`src/rtl/ncl_pkg.sv`:
```
package ncl_pkg;

  // Bit position of each rail inside a two-bit group.
  localparam int RAIL_ZERO = 0;
  localparam int RAIL_ONE  = 1;

  // Number of gate levels in the completion tree (at least one).
  function automatic int tree_levels(input int n, input int f);
    int w;
    int l;
    w = n;
    l = 0;
    do begin
      w = (w + f - 1) / f;
      l++;
    end while (w > 1);
    return l;
  endfunction

  // Number of nodes on a given level; level 0 is the per-group flags.
  function automatic int level_width(input int n, input int f, input int lvl);
    int w;
    w = n;
    for (int i = 0; i < lvl; i++) w = (w + f - 1) / f;
    return w;
  endfunction

  // Start of a level inside the flattened node vector.
  function automatic int level_offset(input int n, input int f, input int lvl);
    int o;
    o = 0;
    for (int i = 0; i < lvl; i++) o += level_width(n, f, i);
    return o;
  endfunction

endpackage

```
`src/rtl/ncl_thnn.sv`:
```
// All-of-n hysteresis threshold gate: sets when every input is high,
// clears when every input is low, holds otherwise. One clock = one gate delay.
module ncl_thnn #(
  parameter int INPUTS = 2
) (
  input  logic              clk,
  input  logic              rst_n,
  input  logic [INPUTS-1:0] th_in,
  output logic              th_q
);

  logic state_q;
  logic state_d;
  logic upd_en;

  always_comb begin
    upd_en  = (&th_in) | (~|th_in);
    state_d = &th_in;
  end

  always_ff @(posedge clk or negedge rst_n) begin
    if (!rst_n) begin
      state_q <= 1'b0;
    end else if (upd_en) begin
      state_q <= state_d;
    end
  end

  assign th_q = state_q;

  // Gate output rises only after all inputs were high (capture rule, R2)
  assert_gate_set_R2: assert property (@(posedge clk) disable iff (!rst_n)
    $rose(th_q) |-> $past(&th_in));

  // Gate output falls only after all inputs were low (clear rule, R3)
  assert_gate_clear_R3: assert property (@(posedge clk) disable iff (!rst_n)
    $fell(th_q) |-> $past(~|th_in));

endmodule

```
`src/rtl/ncl_rail_bank.sv`:
```
// One 2-of-2 hysteresis gate per rail, joined with the downstream request.
module ncl_rail_bank #(
  parameter int GROUPS = 8
) (
  input  logic                clk,
  input  logic                rst_n,
  input  logic [2*GROUPS-1:0] rail_in,
  input  logic                req_in,
  output logic [2*GROUPS-1:0] rail_q
);

  localparam int RAILS = 2 * GROUPS;

  for (genvar i = 0; i < RAILS; i++) begin : g_rail
    ncl_thnn #(.INPUTS(2)) u_th22 (
      .clk   (clk),
      .rst_n (rst_n),
      .th_in ({rail_in[i], req_in}),
      .th_q  (rail_q[i])
    );
  end

endmodule

```
`src/rtl/ncl_completion.sv`:
```
// Completion detector: one-of-two per group, then a tree of all-of-n
// hysteresis gates. FANIN must be 2 or more.
module ncl_completion #(
  parameter int GROUPS = 8,
  parameter int FANIN  = 4
) (
  input  logic                clk,
  input  logic                rst_n,
  input  logic [2*GROUPS-1:0] rails,
  output logic                all_data
);
  import ncl_pkg::*;

  localparam int LEVELS = tree_levels(GROUPS, FANIN);
  localparam int NODES  = level_offset(GROUPS, FANIN, LEVELS + 1);

  logic [NODES-1:0] node;

  // Level 0: one-of-two per group (no state needed for a single set rail).
  for (genvar g = 0; g < GROUPS; g++) begin : g_flag
    assign node[g] = rails[2*g+RAIL_ONE] | rails[2*g+RAIL_ZERO];
  end

  for (genvar l = 1; l <= LEVELS; l++) begin : g_lvl
    localparam int PW = level_width(GROUPS, FANIN, l - 1);
    localparam int W  = level_width(GROUPS, FANIN, l);
    localparam int PO = level_offset(GROUPS, FANIN, l - 1);
    localparam int O  = level_offset(GROUPS, FANIN, l);
    for (genvar j = 0; j < W; j++) begin : g_gate
      localparam int LO  = j * FANIN;
      localparam int CNT = ((PW - LO) < FANIN) ? (PW - LO) : FANIN;
      ncl_thnn #(.INPUTS(CNT)) u_thn (
        .clk   (clk),
        .rst_n (rst_n),
        .th_in (node[PO+LO +: CNT]),
        .th_q  (node[O+j])
      );
    end
  end

  assign all_data = node[NODES-1];

endmodule

```
`src/rtl/ncl_stage_reg.sv`:
```
module ncl_stage_reg #(
  parameter int GROUPS = 8,
  parameter int FANIN  = 4
) (
  input  logic                clk,
  input  logic                rst_n,
  input  logic [2*GROUPS-1:0] din,
  input  logic                req_in,
  output logic [2*GROUPS-1:0] dout,
  output logic                req_out
);
  import ncl_pkg::*;

  logic [2*GROUPS-1:0] stored;
  logic                complete;

  ncl_rail_bank #(.GROUPS(GROUPS)) u_bank (
    .clk     (clk),
    .rst_n   (rst_n),
    .rail_in (din),
    .req_in  (req_in),
    .rail_q  (stored)
  );

  ncl_completion #(.GROUPS(GROUPS), .FANIN(FANIN)) u_done (
    .clk      (clk),
    .rst_n    (rst_n),
    .rails    (stored),
    .all_data (complete)
  );

  assign dout    = stored;
  assign req_out = ~complete;

  // No rail falls in a cycle where DATA was requested (R2 hold)
  assert_hold_data_R2: assert property (@(posedge clk) disable iff (!rst_n)
    $past(req_in) |-> ((~dout & $past(dout)) == '0));

  // No rail rises in a cycle where NULL was requested
  assert_hold_null_R3: assert property (@(posedge clk) disable iff (!rst_n)
    !$past(req_in) |-> ((dout & ~$past(dout)) == '0));

  for (genvar g = 0; g < GROUPS; g++) begin : g_chk
    // With valid inputs, a group never shows both rails
    assert_one_rail_R6: assert property (@(posedge clk) disable iff (!rst_n)
      (din[2*g+RAIL_ONE] & din[2*g+RAIL_ZERO]) == 1'b0 |=>
      (dout[2*g+RAIL_ONE] & dout[2*g+RAIL_ZERO]) == 1'b0);
  end

endmodule

```
`config.mk`:
```
export PLATFORM = sky130hd
export DESIGN_NAME = ncl_stage_reg
export DESIGN_NICKNAME = d
export VERILOG_FILES = /design/src/rtl/ncl_pkg.sv /design/src/rtl/ncl_thnn.sv /design/src/rtl/ncl_rail_bank.sv /design/src/rtl/ncl_completion.sv /design/src/rtl/ncl_stage_reg.sv
export SDC_FILE = /design/constraint.sdc
export NUM_CORES = 1
export LEC_CHECK = 0
export BUFFER_PORTS_ARGS = -buffer_cell sky130_fd_sc_hd__buf_4
export CAP_MARGIN = 20
export CORE_UTILIZATION = 35
export CTS_BUF_LIST = sky130_fd_sc_hd__clkbuf_4 sky130_fd_sc_hd__clkbuf_8 sky130_fd_sc_hd__clkbuf_16
export CTS_CLUSTER_SIZE = 8
export DETAILED_ROUTE_END_ITERATION = 8
export PLACE_DENSITY = 0.69
export SLEW_MARGIN = 20
export SYNTH_ARGS = -nofsm -noshare
export SYNTH_HDL_FRONTEND = slang
export SYNTH_SLANG_ARGS = --single-unit
```
`constraint.sdc`:
```
create_clock -name clk -period 1.3 [get_ports clk]
set_clock_uncertainty 0.1 [all_clocks]
set_input_delay 0 -clock clk [delete_from_list [all_inputs] [get_ports clk]]
set_output_delay 0 -clock clk [all_outputs]
set_load 0.01 [all_outputs]
```
# Word-level counts from Yosys, hierarchy flattened
# Index checks and enable logic that the tools add are counted.
# W data, S select, Z words.
[word_totals]
reg_bits = 19
elab_cells = 104
[op_classes]
n_bitwise = 28
n_reduce_logical = 57
[op_table]
columns = ["operator", "count"]
rows = [
  ["$reduce_and A2 Y1", 17],
  ["$reduce_or A2 Y1", 17],
  ["$or A1 B1 Y1", 27],
  ["$logic_not A1 Y1", 19],
  ["$reduce_and A4 Y1", 2],
  ["$reduce_or A4 Y1", 2],
  ["$not A1 Y1", 1],
]

# Depth between registers and ports, before layout
[depth]
ltp_word = 4
ltp_mapped = 3
depth_no_buf = 3

# Modules after synthesis
# Synthesis repeated with hierarchy kept, for this count alone.
[unflattened]
hier_cells = 68
area_unflattened_um2 = 1049.8
[by_module_without_submodules]
columns = ["module", "n_inst", "cells_per_inst", "area_each_um2", "seq_area_each_um2"]
rows = [
  ["ncl_thnn at u_bank.g_rail[0].u_th22 ...", 17, 3, 52.6, 25.0],
  ["ncl_thnn at u_done.g_lvl[1].g_gate[0].u_thn ...", 2, 4, 51.3, 25.0],
  ["ncl_completion", 1, 8, 50.0, 0.0],
  ["ncl_stage_reg", 1, 1, 3.8, 0.0],
]

# Least setup slack after synthesis
# Ideal clock, no wire load.
[synth_timing]
kind = "reg2reg"
start = "register u_done.g_lvl[1].g_gate[1].u_thn.state_q"
end = "register u_done.g_lvl[2].g_gate[0].u_thn.state_q"
setup_ns = 0.125
t_arrival_ns = 0.942
slack_ns = 0.134
path_stages_with_launch = 3
n_path_buf = 0
period_less_slack_ns = 1.166
cell_sequence = "dfrtp_1 -> ha_1 -> mux2_2"
[synth_between]
elab_chain_len = 3
[synth_rtl]
columns = ["element", "line", "text"]
rows = [
  ["start, declared", "ncl_thnn.sv:12", "logic state_q;"],
  ["start signal, assigned", "ncl_thnn.sv:25", "state_q <= state_d;"],
  ["$reduce_or A2 Y1", "ncl_thnn.sv:17", "upd_en = (&th_in) | (~|th_in);"],
  ["$logic_not A1 Y1", "ncl_thnn.sv:17", ""],
  ["$or A1 B1 Y1", "ncl_thnn.sv:17", ""],
  ["end signal, assigned", "ncl_thnn.sv:25", ""],
  ["end, declared", "ncl_thnn.sv:12", ""],
]
# Several ways; a longest one is shown, not always the timed one.
# A chain may end at the register's enable or synchronous reset.

# Final worst setup path
[layout_timing]
start = "register u_done.g_lvl[1].g_gate[0].u_thn.state_q"
end = "register u_done.g_lvl[2].g_gate[0].u_thn.state_q"
[layout_between]
elab_chain_len = 3
[layout_rtl]
columns = ["element", "line"]
rows = [
  ["start, declared", "ncl_thnn.sv:12"],
  ["start signal, assigned", "ncl_thnn.sv:25"],
  ["$reduce_or A2 Y1", "ncl_thnn.sv:17"],
  ["$logic_not A1 Y1", "ncl_thnn.sv:17"],
  ["$or A1 B1 Y1", "ncl_thnn.sv:17"],
]
# Several ways; a longest one is shown, not always the timed one.

==> flow_summary_export.csv <==
group,metric,value,unit
sta,timing.setup.tns,0,ns
critical_path,critPathRequiredTime,1.39,ns
clock_tree,post_cts_buffers,0,
global_route,grt_pass1_wl,2970,um
clock_tree,cts_resized,0,
die,start_util,38.1,%
power_and_ir_drop,p_total,1.57,mW
clock_tree,cts.sinks,19,
power_and_ir_drop,pwr-share-comb,30.4,%
sta,drv_slew,0,
power_and_ir_drop,p_int,1.13,mW
cells_and_area,fin_area,0.00146,sq mm
synthesis,synth_fp_nets,118,
synthesis,synth_cell_types,9,
synthesis,synth_cells,82,
synthesis,syn_area_per_cell,13.2,sq um
sta,relSlewSlack,81.7,%
sta,period_share,92.9,%
sta,fmax,828,MHz
clock_tree,numCtsBuffers,3,
clock_tree,clk_pin_slew_worst_paths,0.11,ns
placement,placed_area,0.00126,sq mm
sta,grt_setup_unrepaired,"no",
power_and_ir_drop,clockPowerShare,20.2,%
sta,whs,-0.00151,ns
cells_and_area,drive_gt1_share,45.9,%
synthesis,synth_warnings,0,
clock_tree,cts_tree,"built",
sta,worstMarginPinSlew,0.272,ns
cells_and_area,mostFrequentLayoutCells,"buf_4 (35), dfrtp_1 (19), mux2_2 (17), ha_1 (17), dlygate4sd3_1 (17)",
placement,io_buffer_count,35,
power_and_ir_drop,switching_share,27.9,%
critical_path,reg2regPathDepth,2,
die,die-area,0.00331,sq mm
cells_and_area,final_common_cell,"buf_4",
clock_tree,cts_hold_buf,17,
drt,final_antenna_net_count,0,
global_route,gr-total-overflow,0,
cells_and_area,num_antenna_cells,0,
drt,wire_per_inst,12.2,um
die,fp-row-count,19,
drt,wirelength,1870,um
synthesis,ys_ff_latch,19,
sta,setup-violations-final,0,
min_path,hp-class,"in2async",
sta,finalHoldViolCount,5,
clock_tree,htreeDepth,1,
critical_path,r2r_start,"u_done.g_lvl[1].g_gate[0].u_thn.th_q",
die,die_x,57.5,um
synthesis,synthesis.area,0.00108,sq mm
drt,drc,3,
power_and_ir_drop,irDropWorstVdd,0.654,mV
cells_and_area,area_growth,35.4,%
power_and_ir_drop,power_frac_seq,49.4,%
global_route,groute.usage.overall,11.8,%
clock_tree,root_buffer,"clkbuf_4",
drt,viasPerCell,4.75,
synthesis,ys_seq_area_share,44.1,%
power_and_ir_drop,powerDensity,1080,mW/mm^2
critical_path,path_class,"reg2reg",
critical_path,reg2reg_slack,0.09,ns
critical_path,crit_fanout,2,
sta,final.min_clock_period,1.21,ns
die,core_area,0.00283,sq mm
clock_tree,clockBufferDepth,2,
critical_path,crit_path_end_kind,"flip-flop",
run_status,violations,"DRC, hold timing",
power_and_ir_drop,p_leak,0.742,nW
critical_path,crit_path_start_kind,"flip-flop",
run_status,status,"complete, but fails checks",
drt,vias,727,
cells_and_area,fin_util,51.6,%
placement,gp_congestion,0.675,
critical_path,r2r-end,"u_done.g_lvl[2].g_gate[0].u_thn.th_q",
power_and_ir_drop,p_switching,439,uW
critical_path,crit_arrival,1.30,ns
global_route,first_global_vias,645,
clock_tree,clock_latency,0.29,ns
drt,drt_iter0_markers,17,
global_route,grt_start_max_net_pins,20,
job,cap_violations,0,
cells_and_area,nNetsFinal,159,
placement,hpwl,1370,um
drt,first_pass_iters,6,
die,boundaryPins,36,
die,die_h,57.5,um
global_route,grt_antenna_before_repair,0,
-- power by group through the flow --
stage	Sequential (mW)	Clock, mW	Combinational (mW)
floorplan	0.765	0	0.328
global placement	0.783	0	0.433
detailed placement	0.794	0	0.442
CTS	0.780	0.332	0.488
global route	0.795	0.354	0.522
finish	0.778	0.318	0.479
-- cells by family after synthesis --
group                      synth area share, %
and+or+nand+nor                           3.02
DFF                                       44.1
AOI/OAI and AO/OA                         3.94
adders and majority gates                 19.7
buffers and inverters                     11.5
muxes                                     17.7
-- per-layer routing --
layer  global-route usage, %  part of all wire, %  vias to the layer above
met5                       0                    0                        -
met4                    3.14                  1.1                        0
met3                    3.40                  6.0                        2
met2                    18.1                   45                       24
met1                    16.5                   48                      332
li1                        -                    -                      369
-- registers in the layout, summed over array words and instances (netlist names) --
register,cells
u_bank.g_rail.u_th22.th_q,16
u_done.g_lvl.g_gate.u_thn.th_q,3
-- cells in the mapped netlist --
master / number / share of area [%]
nor4_1: 4 / 2.3
o22ai_1: 4 / 2.3
inv_1: 1 / 0.35
ha_1: 17 / 20
dfrtp_1: 19 / 44
nor2_1: 2 / 0.70
buf_4: 16 / 11
mux2_2: 17 / 18
a2bb2oi_1: 2 / 1.6
-- area by class of cell --
cell class / instances / area (sq um)
Multi-Input combinational cell: 46 / 479
Fill cell: 255 / 1370
Tap cell: 31 / 38.8
Clock buffer: 4 / 30.0
Sequential cell: 19 / 475
Timing Repair Buffer: 52 / 433
Inverter: 1 / 3.75
-- how the worst max path moves through the flow --
stage	start	to	slack (ns)	depth (start not counted)
2_1_floorplan	u_done.g_lvl[1].g_gate[1].u_thn.th_q	u_done.g_lvl[2].g_gate[0].u_thn.th_q	0.13	2
3_5_place_dp	u_done.g_lvl[1].g_gate[0].u_thn.th_q	u_done.g_lvl[2].g_gate[0].u_thn.th_q	0.1	2
5_1_grt	u_done.g_lvl[1].g_gate[0].u_thn.th_q	u_done.g_lvl[2].g_gate[0].u_thn.th_q	0.07	2
3_3_place_gp	u_done.g_lvl[1].g_gate[1].u_thn.th_q	u_done.g_lvl[2].g_gate[0].u_thn.th_q	0.12	2
6_report	u_done.g_lvl[1].g_gate[0].u_thn.th_q	u_done.g_lvl[2].g_gate[0].u_thn.th_q	0.09	2
4_1_cts	u_done.g_lvl[1].g_gate[0].u_thn.th_q	u_done.g_lvl[2].g_gate[0].u_thn.th_q	0.08	2
-- worst max-delay path, cell delays in order, from the launching register on --
cell,delay (ns)
dfrtp_1,0.40
ha_1,0.28
mux2_2,0.32
-- stage by stage --
stage          setup WS, ns  std cells
6_report             0.0923        153
4_1_cts              0.0842        153
3_5_place_dp         0.0993        132
5_1_grt              0.0704        153
3_3_place_gp          0.125        132
2_1_floorplan         0.134         82
Power figures use the tool's default switching activity.
